==> config.mk <==
export PLATFORM = sky130hd
export DESIGN_NAME = dptr_select_unit
export DESIGN_NICKNAME = d
export VERILOG_FILES = /design/src/rtl/dptr_pkg.sv /design/src/rtl/dptr_ptr_regs.sv /design/src/rtl/dptr_ctrl.sv /design/src/rtl/dptr_src_mux.sv /design/src/rtl/dptr_select_unit.sv
export SDC_FILE = /design/constraint.sdc
export NUM_CORES = 1
export LEC_CHECK = 0
export BUFFER_PORTS_ARGS = -buffer_cell sky130_fd_sc_hd__clkbuf_2
export CORE_AREA = 2 2 91 93
export CTS_CLUSTER_DIAMETER = 120
export DETAILED_ROUTE_END_ITERATION = 7
export DIE_AREA = 0 0 93 95
export PLACE_DENSITY = 0.75
export SETUP_SLACK_MARGIN = 0.4
export SYNTH_ARGS = -nofsm -noshare
export SYNTH_HDL_FRONTEND = slang
export SYNTH_SLANG_ARGS = --single-unit
export TNS_END_PERCENT = 10
==> constraint.sdc <==
create_clock -name clk -period 3.95 [get_ports clk]
set_clock_uncertainty 0.1 [all_clocks]
set_input_delay 0.9875 -clock clk [delete_from_list [all_inputs] [get_ports clk]]
set_output_delay 0.9875 -clock clk [all_outputs]
set_load 0.005 [all_outputs]
==> src/rtl/dptr_pkg.sv <==
package dptr_pkg;
  localparam int unsigned REG_AW = 3;
  localparam int unsigned NUM_DP = 2;
  localparam int unsigned SEL_W  = 2;
  localparam int unsigned MODE_W = NUM_DP + 1;
  localparam int unsigned CTRL_W = SEL_W + MODE_W;

  typedef enum logic [REG_AW-1:0] {
    RA_DP0  = 3'd0,
    RA_DP1  = 3'd1,
    RA_BASE = 3'd2,
    RA_OFFS = 3'd3,
    RA_CTRL = 3'd4
  } reg_addr_e;

  typedef enum logic [SEL_W-1:0] {
    SEL_DP0   = 2'b00,
    SEL_DP1   = 2'b01,
    SEL_FRAME = 2'b10,
    SEL_RSVD  = 2'b11
  } src_sel_e;

  localparam logic [MODE_W-1:0] MODE_RST = '1;
endpackage

==> src/rtl/dptr_ptr_regs.sv <==
module dptr_ptr_regs
  import dptr_pkg::*;
#(
  parameter int unsigned DW = 16,
  parameter int unsigned OW = 8
) (
  input  logic                       clk,
  input  logic                       rst_n,
  input  logic                       wr_en,
  input  logic [REG_AW-1:0]          addr,
  input  logic [DW-1:0]              wdata,
  input  logic                       step_up,
  input  logic                       step_dn,
  output logic [NUM_DP-1:0][DW-1:0]  dp_q,
  output logic [DW-1:0]              base_q,
  output logic [OW-1:0]              offs_q,
  output logic                       ptr_wr,
  output logic [SEL_W-1:0]           ptr_sel
);
  localparam logic [OW-1:0] OFFS_ONE = OW'(1);

  logic wr_base, wr_offs;
  logic [NUM_DP-1:0] wr_dp;

  assign wr_base = wr_en && (addr == RA_BASE);
  assign wr_offs = wr_en && (addr == RA_OFFS);

  for (genvar g = 0; g < NUM_DP; g++) begin : g_dp
    assign wr_dp[g] = wr_en && (addr == REG_AW'(g));
    always_ff @(posedge clk or negedge rst_n) begin
      if (!rst_n)        dp_q[g] <= '0;
      else if (wr_dp[g]) dp_q[g] <= wdata;
    end
  end

  always_ff @(posedge clk or negedge rst_n) begin
    if (!rst_n)       base_q <= '0;
    else if (wr_base) base_q <= wdata;
  end

  // A register write outranks a step strobe; opposing strobes cancel.
  always_ff @(posedge clk or negedge rst_n) begin
    if (!rst_n)                  offs_q <= '0;
    else if (wr_offs)            offs_q <= wdata[OW-1:0];
    else if (step_up && !step_dn) offs_q <= offs_q + OFFS_ONE;
    else if (step_dn && !step_up) offs_q <= offs_q - OFFS_ONE;
  end

  assign ptr_wr = (|wr_dp) || wr_base || wr_offs;

  always_comb begin
    ptr_sel = SEL_FRAME;
    if (wr_dp[0])      ptr_sel = SEL_DP0;
    else if (wr_dp[1]) ptr_sel = SEL_DP1;
  end
endmodule

==> src/rtl/dptr_ctrl.sv <==
module dptr_ctrl
  import dptr_pkg::*;
(
  input  logic              clk,
  input  logic              rst_n,
  input  logic              ctrl_wr,
  input  logic [CTRL_W-1:0] ctrl_wdata,
  input  logic              ptr_wr,
  input  logic [SEL_W-1:0]  ptr_sel,
  output logic [SEL_W-1:0]  sel_q,
  output logic [MODE_W-1:0] mode_q,
  output logic              active_q
);
  always_ff @(posedge clk or negedge rst_n) begin
    if (!rst_n) begin
      sel_q    <= SEL_DP0;
      mode_q   <= MODE_RST;
      active_q <= 1'b0;
    end else begin
      if (ctrl_wr) begin
        sel_q    <= ctrl_wdata[SEL_W-1:0];
        mode_q   <= ctrl_wdata[CTRL_W-1:SEL_W];
        active_q <= 1'b1;
      end
      // Pointer writes are applied last so they decide the select field.
      if (ptr_wr) begin
        sel_q    <= ptr_sel;
        active_q <= 1'b1;
      end
    end
  end
endmodule

==> src/rtl/dptr_src_mux.sv <==
module dptr_src_mux
  import dptr_pkg::*;
#(
  parameter int unsigned DW = 16,
  parameter int unsigned OW = 8
) (
  input  logic [SEL_W-1:0]          sel,
  input  logic [MODE_W-1:0]         mode,
  input  logic [NUM_DP-1:0][DW-1:0] dp_q,
  input  logic [DW-1:0]             base_q,
  input  logic [OW-1:0]             offs_q,
  output logic [DW-1:0]             src_addr,
  output logic                      src_word
);
  logic [DW-1:0] frame_addr;

  assign frame_addr = base_q + DW'(offs_q);

  always_comb begin
    unique case (sel)
      SEL_DP0: begin
        src_addr = dp_q[0];
        src_word = mode[0];
      end
      SEL_DP1: begin
        src_addr = dp_q[1];
        src_word = mode[1];
      end
      default: begin
        src_addr = frame_addr;
        src_word = mode[NUM_DP];
      end
    endcase
  end
endmodule

==> src/rtl/dptr_select_unit.sv <==
module dptr_select_unit
  import dptr_pkg::*;
#(
  parameter int unsigned DW = 16,
  parameter int unsigned OW = 8
) (
  input  logic              clk,
  input  logic              rst_n,
  input  logic              reg_wr_en,
  input  logic [REG_AW-1:0] reg_addr,
  input  logic [DW-1:0]     reg_wdata,
  output logic [DW-1:0]     reg_rdata,
  input  logic              offs_inc,
  input  logic              offs_dec,
  output logic [DW-1:0]     src_addr,
  output logic              src_word,
  output logic              src_valid
);
  logic [NUM_DP-1:0][DW-1:0] dp_q;
  logic [DW-1:0]             base_q;
  logic [OW-1:0]             offs_q;
  logic                      ptr_wr;
  logic [SEL_W-1:0]          ptr_sel;
  logic [SEL_W-1:0]          sel_q;
  logic [MODE_W-1:0]         mode_q;
  logic                      ctrl_wr;

  assign ctrl_wr = reg_wr_en && (reg_addr == RA_CTRL);

  dptr_ptr_regs #(.DW(DW), .OW(OW)) i_regs (
    .clk     (clk),
    .rst_n   (rst_n),
    .wr_en   (reg_wr_en),
    .addr    (reg_addr),
    .wdata   (reg_wdata),
    .step_up (offs_inc),
    .step_dn (offs_dec),
    .dp_q    (dp_q),
    .base_q  (base_q),
    .offs_q  (offs_q),
    .ptr_wr  (ptr_wr),
    .ptr_sel (ptr_sel)
  );

  dptr_ctrl i_ctrl (
    .clk        (clk),
    .rst_n      (rst_n),
    .ctrl_wr    (ctrl_wr),
    .ctrl_wdata (reg_wdata[CTRL_W-1:0]),
    .ptr_wr     (ptr_wr),
    .ptr_sel    (ptr_sel),
    .sel_q      (sel_q),
    .mode_q     (mode_q),
    .active_q   (src_valid)
  );

  dptr_src_mux #(.DW(DW), .OW(OW)) i_mux (
    .sel      (sel_q),
    .mode     (mode_q),
    .dp_q     (dp_q),
    .base_q   (base_q),
    .offs_q   (offs_q),
    .src_addr (src_addr),
    .src_word (src_word)
  );

  always_comb begin
    case (reg_addr)
      RA_DP0:  reg_rdata = dp_q[0];
      RA_DP1:  reg_rdata = dp_q[1];
      RA_BASE: reg_rdata = base_q;
      RA_OFFS: reg_rdata = DW'(offs_q);
      RA_CTRL: reg_rdata = DW'({mode_q, sel_q});
      default: reg_rdata = '0;
    endcase
  end
endmodule

==> out/results.ini, run 1 <==
[flow_run]
maxCapViolations=0

[finish]
final_core_util_pct=60.7
drive_gt1_share_pct=34.8
fill_cells=680
stdcell_area_um2=4810
area_growth_pct=14.4
antenna_cells=0
final_net_count=505

[routing]
drt_iter0_markers=176
vias=3304
postRouteAntennaNets=0
vias_per_cell=5.76
drtPass1Iterations=5
totalWireLength_um=10000
drc=0
routedWlPerCell_um=17.4

[clock_tree]
clock_latency_ns=0.35
clk_pin_slew_ns=0.07
cts_sinks=62
cts_max_level=3
cts_buffers=9
clockBufferDepth=2
cts_hold_buf=0
cts_tree=yes
cts_root_buf=clkbuf_8

[floorplan]
rows=33
core_area_um2=7930
die-area_um2=8840
start_util_pct=53.1
fp.dieW_um=93
io_pins=58
die_y_um=95

[yosys]
synth.avg_cell_area_um2=10.3
yosys.area_share.xor_xnor_pct=3.33
synth_edf_count=0
synth_top_family_by_area=multiplexers
yosys.area_share.simple_pct=12.5
netlist_top_cells_count=dfrtp_1, mux2_2, nor2_1, a21oi_1, mux2i_1
synth_top_cell_by_area=dfrtp_1
yosysWarningCount=0
synth_compound_area_share_pct=14.7
syn_area_um2=4210
seq_area_frac_synth_pct=37.0
synth_fa_ha_area_share_pct=5.41
synth.most_common_cell=dfrtp_1
synthTopCellsByArea=dfrtp_1, mux2_2, mux2i_1, ha_1, a21oi_1
synth_nets=449
synth_top_flop_cell=dfrtp_1
muxShareOfSynthArea_pct=22.2
syn_inst=408
synth_top_area_share_pct=35.1
yosysUniqueCellTypes=50
ys_seq_elements=62
async_flop_share_pct=100

[setup_path]
critical_path_class=reg -> out
reg2reg_from=i_regs.offs_q[1]
crit_chain=ha_2 > inv_1 > fa_2 > nand2b_4 > a211oi_4 > o41a_4 > nand2_1 > xor2_1 > a21oi_1 > clkbuf_2
slowest_delay_ns=0.36
cp-start-kind=flop
reg2reg_to=i_regs.offs_q[7]
critical_path.max_fanout=4
cp.arrival_ns=2.40
cp_slowest_cell=dfrtp_1
rr_worst_depth=7
cp_top_family=compound AO/OA/AOI/OAI gates
critical_path_buf_inv_count=2
worstSetupEndpointType=primary output
rrSetupSlack_ns=1.75
cp.required_ns=2.86

[hold_path]
hold_end=i_ctrl.active_q
hold_path_class=reg -> reg
min_from=i_ctrl.active_q
min_delay_path_depth=1

[sta]
rsz0062_at_grt=true
setup_viol_count_final=0
drv_slew=0
worstMarginPinSlew_ns=0.662
min_period_ns=3.49
slew_headroom_pct=55.8
final_hold_viol_count=0
fin_crit_sh_pct=88.3
finalSetupTns_ns=0
fmax_ghz=0.287

[placement]
port_buffers=57
gp_congestion=0.868
placed_area_um2=4550
dp_hpwl_um=7200

[power]
internal_power_mw=1.85
swShare_pct=37.9
power_per_cell_area_nw_per_um2=621
peakVddDrop_mv=0.288
comb_power_share_pct=46.4
switchingPower_mw=1.13
p_leak_nw=2.15
power_frac_clock_pct=20.6
pwr-share-seq_pct=33.0

[status]
status=finished, final reports clean

[grt]
gr-total-overflow=0
grt_pass1_vias=3337
antenna_found_initial=0
busiest_layer=met2
grt_usage_pct=24.1
grt_pass1_wl_um=16300
grt_max_degree=63
gr-usage-met1_pct=29.9
gr-usage-met3_pct=6.15
grt_use_met2_pct=40.8

[through the flow]
step	worst slack, ns	total power [mW]	instances	hold slack, ns
after global placement	0.626	2.26	556	0.340
after floorplan	0.848	1.93	408	0.351
final	0.464	2.99	574	0.355
after CTS	0.411	2.97	574	0.360
after detailed placement	0.525	2.31	556	0.347
after global routing	0.327	3.21	574	0.384
[worst register-to-register path, delay by kind of cell (launching register included)]
kind | cells | cell delay, ns
flip-flops | 1 | 0.46
AND/OR/NAND/NOR | 3 | 0.65
adder cells (fa/ha/maj) | 1 | 0.34
AO/OA/AOI/OAI | 2 | 0.34
XOR/XNOR | 1 | 0.19
[state kept, by name, indices dropped and copies added, names as in the netlist]
register and flops:
i_ctrl.mode_q 3, i_ctrl.sel_q 2, i_regs.base_q 16, i_regs.dp_q 32, i_regs.offs_q 8, i_ctrl.active_q 1
[worst max path at each step]
stage / cells after the start / from / to
6_report: 10 / i_regs.base_q[0] / src_addr[14]
5_1_grt: 10 / i_regs.base_q[0] / src_addr[10]
4_1_cts: 10 / i_regs.base_q[0] / src_addr[14]
3_5_place_dp: 10 / i_regs.offs_q[0] / src_addr[14]
3_3_place_gp: 10 / i_regs.offs_q[0] / src_addr[14]
2_1_floorplan: 9 / i_regs.offs_q[0] / src_addr[10]
[layer usage]
layer  part of all wire [%]  up-vias
met2                     51       81
met4                    1.6        0
met3                    4.5       14
met1                     43     1619
met5                      0        -
li1                       -     1590
[layout make-up]
type | instances | area, um2 | share of cell area [%]
clock inverters | 4 | 70.1 | 1.46
flip-flops and latches | 62 | 1560 | 32.4
clock buffers | 12 | 145 | 3.02
repair buffers | 68 | 393 | 8.16
multi-input cells | 314 | 2480 | 51.6
well taps | 105 | 131 | 2.73
inverters | 9 | 33.8 | 0.702
[kinds of logic after synthesis]
kind of cell,after synthesis
flops,62
fa+ha+maj,17
compound gates,98
xor+xnor,16
simple gates,101
mux,82
buf+inv,32
[cells in the final DEF, fill, tap and decap left out, types with 3 or more instances in the layout]
master     instances
nand2b_1           4
mux2i_1           27
clkbuf_2          57
o21a_1             3
o2111ai_1          3
o21ai_0           19
mux4_2             4
inv_1              9
mux2_2            51
a31oi_1            3
xor2_1            11
clkbuf_8          10
nor3_1             5
dfrtp_1           57
a211oi_1          12
nand2_1           19
o22ai_1            4
and2b_2            3
nor2b_1           13
xnor2_1            5
a21oi_1           36
ha_1              13
nor2_1            40
buf_4              9
a21o_1             6
nor3b_1            3
nand3_1            3
dfstp_2            3
[repair_timing]
item	CTS	global route
gates resized for setup	4	5
buffers inserted	2	0
endpoints found under the setup margin	6	7
pin swaps	3	3
[power by group through the flow]
stage	sequential (mW)	combinational (mW)	clock, mW
after global routing	1.01	1.55	0.653
after floorplan	0.926	1.00	0
after detailed placement	1.00	1.31	0
final	0.986	1.39	0.615
after CTS	0.983	1.36	0.625
after global placement	0.990	1.27	0
Note: power is estimated with default switching activity, not from simulation.
==> inputs of run 2 (changes only) <==
- ABC_AREA: not set -> 1
==> out/results.ini, run 2 <==
[setup_path]
worstSetupEndpointType=primary output
cp_top_family=simple AND/OR/NAND/NOR gates
cp.arrival_ns=2.27
cp_common_cell=nand3_1
slowest_delay_ns=0.38
critical_path_buf_inv_count=3
cp-start-kind=flop
reg2reg_from=i_regs.offs_q[2]
critical_path_class=reg -> out
critPathLaunch=i_regs.base_q[0]
cp.required_ns=2.86
critical_path.max_fanout=4
cp_slowest_cell=dfrtp_1
crit_chain=ha_1 > inv_1 > fa_1 > inv_1 > nand3_1 > nand3_1 > nand2_1 > nand2_1 > nand3_1 > nand3_1 > nand2_1 > clkbuf_2

[floorplan]
io_pins=58
core_area_um2=7930
fp.dieW_um=93
start_util_pct=52.9
rows=33
die_y_um=95
die-area_um2=8840

[yosys]
seq_area_frac_synth_pct=37.1
synth.avg_cell_area_um2=7.25
synth.most_common_cell=nand2_1
synth_edf_count=0
synth_top_cell_by_area=dfrtp_1
synth_nets=619
synth_top_flop_cell=dfrtp_1
async_flop_share_pct=100
syn_inst=578
synth_top_area_share_pct=35.2
yosysWarningCount=0
synthTopCellsByArea=dfrtp_1, nand2_1, inv_1, o21ai_0, nand3_1
ys_seq_elements=62
syn_area_um2=4190
yosysUniqueCellTypes=42
netlist_top_cells_count=nand2_1, inv_1, dfrtp_1, o21ai_0, nand3_1

[finish]
fill_cells=774
drive_gt1_share_pct=16.7
multi_input_area_um2=2160
final_common_cell=nand2_1
final_cell_mix=nand2_1, inv_1, dfrtp_1, clkbuf_2, o21ai_0
final_net_count=676
largest_reg_flops=32
seqCellArea_um2=1560
biggestRegsByFlops=i_regs.dp_q: 32 flops, i_regs.base_q: 16 flops, i_regs.offs_q: 8 flops
area_growth_pct=13.5
top_register=i_regs.dp_q
antenna_cells=0

[sta]
worstMarginPinSlew_ns=0.801
setup_viol_count_final=0
min_period_ns=3.35
finalSetupTns_ns=0
fmax_ghz=0.298
rsz0062_at_grt=false
drv_slew=0
final_hold_viol_count=0
slew_headroom_pct=46.6
fin_crit_sh_pct=84.9

[placement]
dp_hpwl_um=8450
gp_congestion=0.932
port_buffers=57

[power]
p_leak_nw=2.48
peakVddDrop_mv=0.257
internal_power_mw=1.62
power_per_cell_area_nw_per_um2=577
pwr-share-seq_pct=34.1
switchingPower_mw=1.12
comb_power_share_pct=43.0
swShare_pct=41.0
power_mw=2.74
power_frac_clock_pct=22.9

[routing]
drc=0
totalWireLength_um=11600
postRouteAntennaNets=0
vias=4087
routedWlPerCell_um=15.6
vias_per_cell=5.49
drt_iter0_markers=264
drtPass1Iterations=5

[clock_tree]
cts_buffers=9
clk_pin_slew_ns=0.07
cts_max_level=3
clock_latency_ns=0.34
clockBufferDepth=2
cts_root_buf=clkbuf_8
cts_tree=yes
cts_sinks=62

[status]
status=finished, final reports clean

[hold_path]
min_from=i_ctrl.active_q
hold_path_class=reg -> reg

[grt]
antenna_found_initial=0
grt_max_degree=63
grt_usage_pct=28.0
grt_pass1_vias=3923
gr-total-overflow=0
grt_pass1_wl_um=19200

[flow_run]
maxCapViolations=0

==> run 2: metal layers <==
metal | global-route usage, % | up-vias | share of wire (%)
li1 | - | 2000 | -
met1 | 36.9 | 1910 | 44
met2 | 47.5 | 152 | 48
met3 | 3.67 | 25 | 5.7
met4 | 10.5 | 0 | 2.3
met5 | 0 | - | 0
==> run 2: path summary, 6_finish.rpt <==
| check | slack [ns] | to | cells after the start |
|---|---|---|---|
| worst max-delay path | 0.60 | src_addr[12] | 12 |
| min in group asynchronous | 0.72 | i_regs.dp_q[12] | 2 |
| max in group asynchronous | 2.45 | i_regs.offs_q[0] | 2 |
| worst max register to register | 2.11 | i_regs.offs_q[3] | 5 |
| worst min-delay path | 0.37 | i_ctrl.active_q | 1 |
| worst min register to register | 0.37 | i_ctrl.active_q | 1 |
==> run 2: logic make-up (layout without fill, tap and decap cells) <==
group,Yosys count,in the layout,share of synthesized area [%]
AO/OA/AOI/OAI,123,123,17.3
XOR/XNOR,4,4,0.836
adder cells (fa/ha/maj),17,17,5.43
buffers and inverters,115,177,11.4
flip-flops,62,62,37.1
multiplexers,4,4,1.07
AND/OR/NAND/NOR,253,253,26.9
==> run 2: repair_timing <==
item,CTS,global route
resized for setup,0,1
hold buffers,0,0
setup buffers,0,1
setup endpoints to repair,0,4
==> run 2: area by class of cell <==
cell class              count  share of cell area (%)
repair buffers             60                    6.47
inverters                 101                    8.11
clock buffers              13                    3.13
well taps                 105                    2.76
multi-input cells         401                    45.4
flip-flops and latches     62                    32.7
clock inverters             3                    1.42
==> run 2: worst register-to-register path, delay by kind of cell, from the launching register on <==
| kind | cells | cell delay [ns] |
|---|---|---|
| adders and majority gates | 1 | 0.36 |
| and+or+nand+nor | 3 | 0.60 |
| AOI/OAI and AO/OA | 1 | 0.21 |
| DFF | 1 | 0.44 |
==> run 2: per-stage QoR <==
step | utilization (%) | worst slack (ns) | hold slack [ns] | cell area, um2 | instances
6_report | 60.0 | 0.596 | 0.374 | 4750 | 745
5_1_grt | 60.0 | 0.405 | 0.385 | 4750 | 745
4_1_cts | 59.9 | 0.437 | 0.374 | 4750 | 744
3_3_place_gp | 57.1 | 0.768 | 0.351 | 4530 | 728
2_1_floorplan | - | 1.22 | 0.358 | 4190 | 578
3_5_place_dp | 57.1 | 0.724 | 0.354 | 4530 | 728
==> run 2: power by group through the flow <==
stage / Clock, mW / Sequential (mW) / Combinational, mW
after floorplan: 0 / 0.884 / 0.845
after global routing: 0.661 / 0.954 / 1.33
after global placement: 0 / 0.945 / 1.13
after CTS: 0.636 / 0.938 / 1.17
after detailed placement: 0 / 0.948 / 1.15
final: 0.627 / 0.936 / 1.18
